[config.mk]
export PLATFORM = sky130hd
export DESIGN_NAME = opmode_ctl
export DESIGN_NICKNAME = d
export VERILOG_FILES = /design/src/rtl/opmode_pkg.sv /design/src/rtl/xfeat_reg.sv /design/src/rtl/ctl_regs.sv /design/src/rtl/mode_track.sv /design/src/rtl/opmode_ctl.sv
export SDC_FILE = /design/constraint.sdc
export NUM_CORES = 1
export LEC_CHECK = 0
export ABC_AREA = 1
export ABC_CLOCK_PERIOD_IN_PS = 1300
export BUFFER_PORTS_ARGS = -buffer_cell sky130_fd_sc_hd__clkbuf_2
export CAP_MARGIN = 20
export CORE_MARGIN = 2
export CORE_UTILIZATION = 32
export CTS_CLUSTER_SIZE = 28
export DETAILED_ROUTE_END_ITERATION = 8
export PLACE_DENSITY = 0.81
export SYNTH_ARGS = -nofsm -noshare
export SYNTH_HDL_FRONTEND = slang
export SYNTH_SLANG_ARGS = --single-unit
[constraint.sdc]
create_clock -name clk -period 1.3 [get_ports clk]
set_input_delay 0.065 -clock clk [delete_from_list [all_inputs] [get_ports clk]]
set_output_delay 0.065 -clock clk [all_outputs]
set_load 0.05 [all_outputs]
[src/rtl/opmode_pkg.sv]
package opmode_pkg;

  typedef enum logic [1:0] {
    MODE_REAL   = 2'b00,
    MODE_PROT   = 2'b01,
    MODE_COMPAT = 2'b10,
    MODE_LONG64 = 2'b11
  } opmode_e;

  // extended-feature register bit positions (low half)
  localparam int XF_SCE = 0;
  localparam int XF_LME = 8;
  localparam int XF_LMA = 10;
  localparam int XF_NXE = 11;

  // control register bit positions
  localparam int CR0_PE  = 0;
  localparam int CR0_PG  = 31;
  localparam int CR4_PAE = 5;

  localparam logic [31:0] XF_INDEX = 32'hC000_0080;

endpackage

[src/rtl/xfeat_reg.sv]
module xfeat_reg
  import opmode_pkg::*;
#(
  parameter int          HALF_W = 32,
  parameter int          IDX_W  = 32,
  parameter logic [IDX_W-1:0] INDEX = IDX_W'(XF_INDEX)
) (
  input  logic              clk,
  input  logic              rst_n,
  input  logic              ring0,
  input  logic              req_valid,
  input  logic              req_write,
  input  logic              req_hi,
  input  logic [IDX_W-1:0]  req_idx,
  input  logic [HALF_W-1:0] req_wdata,
  input  logic              pg_on,
  input  logic              lma_in,
  output logic              lme,
  output logic              rd_valid,
  output logic [HALF_W-1:0] rd_data,
  output logic              err
);

  logic sce_q, lme_q, nxe_q;
  logic hit, priv_bad, low_wr, lme_change, reject, accept;
  logic [HALF_W-1:0] low_img;

  assign hit        = (req_idx == INDEX);
  assign priv_bad   = req_valid && !ring0;
  assign low_wr     = req_valid && ring0 && hit && req_write && !req_hi;
  assign lme_change = (req_wdata[XF_LME] != lme_q);
  assign reject     = low_wr && pg_on && lme_change;
  assign accept     = low_wr && !reject;

  always_comb begin
    low_img         = '0;
    low_img[XF_SCE] = sce_q;
    low_img[XF_LME] = lme_q;
    low_img[XF_LMA] = lma_in;
    low_img[XF_NXE] = nxe_q;
  end

  always_ff @(posedge clk) begin
    if (!rst_n) begin
      sce_q    <= 1'b0;
      lme_q    <= 1'b0;
      nxe_q    <= 1'b0;
      rd_valid <= 1'b0;
      rd_data  <= '0;
      err      <= 1'b0;
    end else begin
      if (accept) begin
        sce_q <= req_wdata[XF_SCE];
        lme_q <= req_wdata[XF_LME];
        nxe_q <= req_wdata[XF_NXE];
      end
      rd_valid <= req_valid && ring0 && !req_write;
      rd_data  <= (req_valid && ring0 && !req_write && hit && !req_hi) ? low_img : '0;
      err      <= priv_bad || reject;
    end
  end

  assign lme = lme_q;

endmodule

[src/rtl/ctl_regs.sv]
module ctl_regs
  import opmode_pkg::*;
#(
  parameter int DATA_W = 32
) (
  input  logic              clk,
  input  logic              rst_n,
  input  logic              wr_valid,
  input  logic              wr_sel,
  input  logic [DATA_W-1:0] wr_data,
  input  logic              lme,
  output logic              pe,
  output logic              pg,
  output logic              pae,
  output logic              pg_next,
  output logic              err
);

  logic pe_q, pg_q, pae_q;
  logic n_pe, n_pg, n_pae;
  logic wr0, wr4, bad0, bad4;

  assign n_pe  = wr_data[CR0_PE];
  assign n_pg  = wr_data[CR0_PG];
  assign n_pae = wr_data[CR4_PAE];
  assign wr0   = wr_valid && !wr_sel;
  assign wr4   = wr_valid && wr_sel;

  // leaving: PE may not drop while paging is on
  // entering: paging needs PE, and a long-mode entry needs PAE
  assign bad0 = (pg_q && !n_pe) ||
                (!pg_q && n_pg && (!n_pe || (lme && !pae_q)));
  assign bad4 = pg_q && (n_pae != pae_q);

  assign pg_next = (wr0 && !bad0) ? n_pg : pg_q;

  always_ff @(posedge clk) begin
    if (!rst_n) begin
      pe_q  <= 1'b0;
      pg_q  <= 1'b0;
      pae_q <= 1'b0;
      err   <= 1'b0;
    end else begin
      if (wr0 && !bad0) begin
        pe_q <= n_pe;
        pg_q <= n_pg;
      end
      if (wr4 && !bad4) pae_q <= n_pae;
      err <= (wr0 && bad0) || (wr4 && bad4);
    end
  end

  assign pe  = pe_q;
  assign pg  = pg_q;
  assign pae = pae_q;

endmodule

[src/rtl/mode_track.sv]
module mode_track
  import opmode_pkg::*;
(
  input  logic       clk,
  input  logic       rst_n,
  input  logic       pe,
  input  logic       pg,
  input  logic       pg_next,
  input  logic       lme,
  input  logic       pae,
  input  logic       cs_valid,
  input  logic       cs_lbit,
  output logic       lma,
  output logic [1:0] mode
);

  logic lma_q, csl_q;
  opmode_e mode_c;

  always_ff @(posedge clk) begin
    if (!rst_n) begin
      lma_q <= 1'b0;
      csl_q <= 1'b0;
    end else begin
      if (!pg && pg_next)  lma_q <= lme && pae;
      else if (!pg_next)   lma_q <= 1'b0;
      if (cs_valid) csl_q <= cs_lbit;
    end
  end

  always_comb begin
    if (!pe)        mode_c = MODE_REAL;
    else if (!lma_q) mode_c = MODE_PROT;
    else if (csl_q) mode_c = MODE_LONG64;
    else            mode_c = MODE_COMPAT;
  end

  assign lma  = lma_q;
  assign mode = mode_c;

endmodule

[src/rtl/opmode_ctl.sv]
module opmode_ctl
  import opmode_pkg::*;
#(
  parameter int HALF_W = 32,
  parameter int IDX_W  = 32,
  parameter int CR_W   = 32
) (
  input  logic              clk,
  input  logic              rst_n,
  input  logic              ring0,
  input  logic              msr_valid,
  input  logic              msr_write,
  input  logic              msr_hi,
  input  logic [IDX_W-1:0]  msr_index,
  input  logic [HALF_W-1:0] msr_wdata,
  output logic              msr_rvalid,
  output logic [HALF_W-1:0] msr_rdata,
  input  logic              cr_valid,
  input  logic              cr_sel,
  input  logic [CR_W-1:0]   cr_wdata,
  input  logic              cs_valid,
  input  logic              cs_lbit,
  output logic              lma,
  output logic [1:0]        mode,
  output logic              err
);

  logic lme_w, pe_w, pg_w, pae_w, pg_nx_w, lma_w;
  logic xf_err, cr_err;

  xfeat_reg #(.HALF_W(HALF_W), .IDX_W(IDX_W)) xf_i (
    .clk(clk), .rst_n(rst_n), .ring0(ring0),
    .req_valid(msr_valid), .req_write(msr_write), .req_hi(msr_hi),
    .req_idx(msr_index), .req_wdata(msr_wdata),
    .pg_on(pg_w), .lma_in(lma_w), .lme(lme_w),
    .rd_valid(msr_rvalid), .rd_data(msr_rdata), .err(xf_err)
  );

  ctl_regs #(.DATA_W(CR_W)) cr_i (
    .clk(clk), .rst_n(rst_n),
    .wr_valid(cr_valid), .wr_sel(cr_sel), .wr_data(cr_wdata),
    .lme(lme_w), .pe(pe_w), .pg(pg_w), .pae(pae_w),
    .pg_next(pg_nx_w), .err(cr_err)
  );

  mode_track mt_i (
    .clk(clk), .rst_n(rst_n),
    .pe(pe_w), .pg(pg_w), .pg_next(pg_nx_w), .lme(lme_w), .pae(pae_w),
    .cs_valid(cs_valid), .cs_lbit(cs_lbit),
    .lma(lma_w), .mode(mode)
  );

  assign lma = lma_w;
  assign err = xf_err || cr_err;

endmodule

==> results of run 1 <==
-- cell usage in the layout (no fill, tap or decap), drive strengths merged, types with 3 or more instances in the layout --
cell    count
clkbuf     60
nor2       52
nand2      34
conb       28
inv        24
dfxtp      15
a21oi       7
o21ai       6
nand3       5
nor3        4
nand4       3
-- repair_timing --
action,in CTS,in global routing
hold endpoints to repair,1,0
resized for setup,0,3
hold buffers,1,0
endpoints found under the setup margin,0,3
buffers inserted,0,1
-- synthesized netlist by cell type --
library cell / number / area [um2]
nor2_1: 51 / 191
nand2_1: 34 / 128
buf_4: 28 / 210
inv_1: 23 / 86.3
dfxtp_1: 15 / 300
a21oi_1: 7 / 35.0
nand3_1: 4 / 20.0
o21ai_0: 4 / 20.0
nand4_1: 3 / 18.8
nor3_1: 2 / 10.0
nor3_2: 2 / 20.0
conb_1: 1 / 3.75
inv_2: 1 / 3.75
nand3_2: 1 / 10.0
nand3b_1: 1 / 7.51
nor2_4: 1 / 11.3
o211ai_1: 1 / 7.51
o21ai_1: 1 / 5.00
o21ai_2: 1 / 8.76
or2_2: 1 / 6.26
xor2_1: 1 / 8.76
-- state kept, by name (all words and copies together), names as in the netlist --
signal         count
mt_i.lma           1
xf_i.sce_q         1
cr_i.pe            1
cr_i.err           1
xf_i.rd_valid      1
xf_i.err           1
mt_i.csl_q         1
cr_i.pg            1
xf_i.lme           1
xf_i.nxe_q         1
cr_i.pae           1
xf_i.rd_data       4
-- per-layer routing --
layer,share of wire,vias to the layer above
met5,0,-
met4,0.0079,0
met3,0.060,2
met2,0.55,39
met1,0.38,503
li1,-,631
-- power breakdown --
part	leakage [nW]	internal, mW	switching [mW]
sequential	0.122	0.471	0.00763
combinational	0.610	0.0948	0.294
clock	0.0150	0.119	0.147
-- cells by family (layout without fill, tap and decap cells) --
group | after synthesis | in the layout | synth area share
xor gates and xnor gates | 1 | 1 | 0.00788
and+or+nand+nor | 100 | 100 | 0.380
DFF | 15 | 15 | 0.270
other | 1 | 28 | 0.00337
AOI/OAI and AO/OA | 14 | 14 | 0.0686
buffers and inverters | 52 | 86 | 0.270
-- critical path, delay by kind of cell, from the launching register on --
family / cells / cell delay [ns]
flip-flops: 1 / 0.43
AND/OR/NAND/NOR: 1 / 0.07
buffers and inverters: 2 / 0.33
-- final cells by class --
type	count	area, um2	area share
tap	46	57.6	0.0413
sequential	15	302	0.216
timing repair buffer	58	298	0.214
multi-input combinational	143	621	0.445
inverter	24	90.1	0.0646
clock buffer	4	26.3	0.0189
-- worst max-delay path by stage --
stage	from	endpoint	slack, ns	depth (start not counted)
after CTS	cr_i.pg$_SDFF_PN0_	cr_i.pg$_SDFF_PN0_	0.04	7
after global placement	cr_i.pg$_SDFF_PN0_	cr_i.pg$_SDFF_PN0_	0.10	7
after floorplan	mt_i.lma$_SDFFE_PN0P_	mode[1]	0.14	2
final	mt_i.lma$_SDFFE_PN0P_	mode[1]	0.13	3
after detailed placement	cr_i.pg$_SDFF_PN0_	cr_i.pg$_SDFF_PN0_	0.06	7
after global routing	cr_i.pg$_SDFF_PN0_	mt_i.lma$_SDFFE_PN0P_	0.03	8
==> run_results.csv, run 1 <==
group,metric,value,unit
timing,hold_violations,0,
routing,avgViaCountPerCell,4.05,
synthesis,synth_area,1110,um2
clocking,clock_latency,0.28,ns
global_route,grt_use_met3,0.0162,
finish,fin_util,0.418,
setup_path,cp-start-kind,"flip-flop",
clocking,h-tree-depth,1,
timing,setup_violations,0,
setup_path,r2r_cells,8,
finish,instances_no_fill,290,
setup_path,crit_chain,"nand2_1, inv_1, clkbuf_2",
routing,firstDrtPassIters,4,
finish,drive_above_1_share,0.287,
global_route,gr-usage-met2,0.250,
timing,drv_slew,0,
synthesis,avgSynthCellArea,6.08,um2
routing,vias,1175,
setup_path,critPathMaxFanout,5,
synthesis,yosysWarningCount,0,
synthesis,ys_ff_latch,15,
global_route,grtUsageMet1,0.134,
global_route,grt_pass1_wl,4130,um
timing,fin_crit_sh,0.902,
timing,fin_crit,1.17,ns
timing,tns,0,ns
clocking,cts_sinks,15,
place,dp_hpwl,2090,um
routing,drtIter0Drc,47,
finish,area_growth,25.3,%
place,port_buffers,56,
timing,worst_slack,0.128,ns
finish,diodes,0,
setup_path,cp.required,1.24,ns
setup_path,r2r_end,"mt_i.lma$_SDFFE_PN0P_",
outcome,status,"complete, no violations",
clocking,numCtsBuffers,3,
floorplan,die_h,63.0,um
floorplan,start_util,0.333,
power_and_ir_drop,p_leak,0.747,nW
setup_path,crit_arrival,1.11,ns
run,drv_cap,0,
synthesis,synthesis.instances,183,
floorplan,fp-row-count,21,
setup_path,cpMaxStageDelayCell,"dfxtp_1",
setup_path,r2r_slack,0.15,ns
min_path,hp-start,"cs_lbit",
floorplan,num_io_pins,143,
setup_path,r2r_start,"cr_i.pg$_SDFF_PN0_",
clocking,cts_root_buf,"clkbuf_4",
power_and_ir_drop,power.total,1.13,mW
place,gp_congestion,0.789,
global_route,grt_start_max_net_pins,9,
min_path,whs_path_depth,3,
synthesis,synthDistinctLibCells,21,
floorplan,fp.dieArea,3960,um2
power_and_ir_drop,power_density,813,nW/um2
min_path,min_to,"mt_i.csl_q$_SDFFE_PN0P_",
timing,rsz0062_at_grt,"no",
timing,holdWs,0.00570,ns
finish,nets,351,
routing,wl_per_cell,8.31,um
setup_path,endpoint_kind,"output port",
routing,totalWireLength,2410,um
floorplan,fp.dieW,63.0,um
place,pre_cts_slack,0.0576,ns
timing,skew,0.00477,ns
clocking,clock_path_buffers,2,
routing,drc_errors,0,
synthesis,yosysSeqAreaShare,0.270,
global_route,grt_busiest_layer,"met2",
setup_path,slowest_delay,0.43,ns
place,dpl-instance-area,1350,um2
global_route,grt-ovfl-total,0,
finish,design_area,1390,um2
global_route,antenna_found_initial,0,
timing,fmax,853,MHz
clocking,cts_tree,"yes",
global_route,grt_use_total,0.124,
global_route,grt_pass1_vias,1092,
floorplan,core,3340,um2
place,dp_cells,284,
finish,fillers,383,
clocking,clkTransAtPathRegs,0.09,ns
routing,drtAntennaViolNets,0,
power_and_ir_drop,vdd_ir_drop_max,0.207,mV
min_path,hold_path_class,"primary input to flip-flop",
setup_path,path_class,"flip-flop to output port",
Power figures use the tool's default switching activity.
==> inputs of run 2 (changes only) <==
- REMOVE_ABC_BUFFERS: not set -> 1
==> run_results.csv, run 2 (synthesized netlist as in run 1, its figures left out) <==
group,metric,value,unit
setup_path,endpoint_kind,"output port",
outcome,status,"complete, no violations",
finish,nets,351,
routing,drtAntennaViolNets,0,
clocking,clock_path_buffers,2,
finish,instances_no_fill,290,
floorplan,die_h,63.0,um
global_route,antenna_found_initial,0,
setup_path,cpMaxStageDelayCell,"dfxtp_1",
setup_path,critPathMaxFanout,1,
global_route,grt_pass1_vias,1005,
global_route,grt_start_max_net_pins,10,
global_route,grt_use_total,0.122,
floorplan,num_io_pins,143,
finish,area_growth,25.3,%
min_path,hold_path_class,"primary input to flip-flop",
clocking,clkTransAtPathRegs,0.09,ns
setup_path,cp-start-kind,"flip-flop",
setup_path,cp_top_family,"flip-flops",
clocking,h-tree-depth,1,
setup_path,r2r_start,"cr_i.pg$_SDFF_PN0_",
setup_path,r2r_slack,0.15,ns
timing,fmax,842,MHz
place,dp_hpwl,2050,um
clocking,cts_tree,"yes",
timing,skew,0.00165,ns
timing,fin_crit,1.19,ns
power_and_ir_drop,power_density,811,nW/um2
timing,tns,0,ns
place,dp_cells,284,
place,gp_congestion,0.795,
finish,layout_common_cells,"clkbuf_2, nor2_1, nand2_1",
power_and_ir_drop,vdd_ir_drop_max,0.284,mV
setup_path,path_class,"flip-flop to output port",
setup_path,crit_arrival,1.12,ns
timing,rsz0062_at_grt,"no",
power_and_ir_drop,p_leak,0.751,nW
finish,drive_above_1_share,0.287,
clocking,numCtsBuffers,3,
setup_path,r2r_end,"cr_i.pg$_SDFF_PN0_",
floorplan,fp-row-count,21,
clocking,clock_latency,0.29,ns
floorplan,fp.dieW,63.0,um
finish,diodes,0,
setup_path,r2r_cells,7,
floorplan,start_util,0.333,
finish,largest_reg_flops,4,
routing,wl_per_cell,8.09,um
timing,setup_violations,0,
clocking,cts_sinks,15,
timing,fin_crit_sh,0.914,
routing,drc_errors,0,
routing,vias,1144,
place,port_buffers,56,
setup_path,cp.required,1.24,ns
routing,drtIter0Drc,42,
timing,hold_violations,0,
run,drv_cap,0,
finish,largest_register,"xf_i.rd_data",
floorplan,fp.dieArea,3960,um2
setup_path,crit_buf_inv,1,
clocking,cts_root_buf,"clkbuf_4",
routing,avgViaCountPerCell,3.94,
setup_path,path_depth,2,
finish,final_common_cell,"clkbuf_2",
setup_path,startpoint,"cr_i.err$_SDFF_PN0_",
setup_path,crit_chain,"or2_2, clkbuf_2",
global_route,grt_pass1_wl,3980,um
timing,holdWs,0.0241,ns
floorplan,core,3340,um2
setup_path,slowest_delay,0.32,ns
global_route,grt-ovfl-total,0,
routing,totalWireLength,2350,um
setup_path,cp-endpoint,"err",
routing,firstDrtPassIters,4,
timing,drv_slew,0,
## run 2: cell count changes in the layout (fill, tap and decap cells not counted), sizes merged
cell    delta
clkinv     +1
clkbuf     -1
## run 2: cell type report
| cell class | instances | area [um2] |
|---|---|---|
| well taps | 46 | 57.6 |
| fillers | 377 | 1940 |
| inverters | 24 | 92.6 |
| flip-flops and latches | 15 | 302 |
| clock buffers | 3 | 22.5 |
| clock inverters | 1 | 5.00 |
| repair buffers | 58 | 298 |
| multi-input cells | 143 | 617 |
## run 2: routing by layer
| metal | track usage | vias up | share of wire |
|---|---|---|---|
| met5 | 0 | - | 0 |
| met2 | 0.217 | 44 | 0.48 |
| met3 | 0.0360 | 2 | 0.095 |
| met1 | 0.140 | 468 | 0.42 |
| met4 | 0.0333 | 0 | 0.0034 |
| li1 | - | 630 | - |
## run 2: metrics by stage
| stage | total power, mW | cell area (um2) | setup slack, ns | util |
|---|---|---|---|---|
| 2_1_floorplan | 0.760 | 1000 | -0.116 | - |
| 4_1_cts | 1.13 | 1380 | 0.0686 | 0.413 |
| 3_5_place_dp | 0.866 | 1340 | 0.0761 | 0.402 |
| 6_report | 1.13 | 1390 | 0.112 | 0.418 |
| 3_3_place_gp | 0.861 | 1340 | 0.119 | 0.402 |
| 5_1_grt | 1.20 | 1390 | 0.00609 | 0.418 |
## run 2: worst min path at each step
stage                     startpoint                  endpoint  slack (ns)  cells past startpoint
after floorplan            msr_write  xf_i.rd_valid$_SDFF_PN0_        0.14                      1
after global placement     msr_write  xf_i.rd_valid$_SDFF_PN0_        0.27                      2
after detailed placement   msr_write  xf_i.rd_valid$_SDFF_PN0_        0.28                      2
after CTS                    cs_lbit   mt_i.csl_q$_SDFFE_PN0P_        0.01                      3
after global routing         cs_lbit   mt_i.csl_q$_SDFFE_PN0P_        0.03                      3
final                        cs_lbit   mt_i.csl_q$_SDFFE_PN0P_        0.02                      3
## run 2: power breakdown
part	switching, mW	internal (mW)
Clock	0.150	0.115
Sequential	0.00844	0.471
Combinational	0.291	0.0947
Total	0.450	0.680
## run 2: worst register-to-register path, delay by kind of cell, from the launching register on
kind | cells | cell delay (ns)
AND/OR/NAND/NOR | 4 | 0.33
buffers and inverters | 1 | 0.06
flip-flops | 1 | 0.39
AO/OA/AOI/OAI | 2 | 0.25
## run 2: what timing repair did
action	4_1_cts	5_1_grt
buffers inserted	0	1
setup endpoints to repair	0	3
resized for setup	0	4
hold buffers	1	0
hold endpoints to repair	1	0
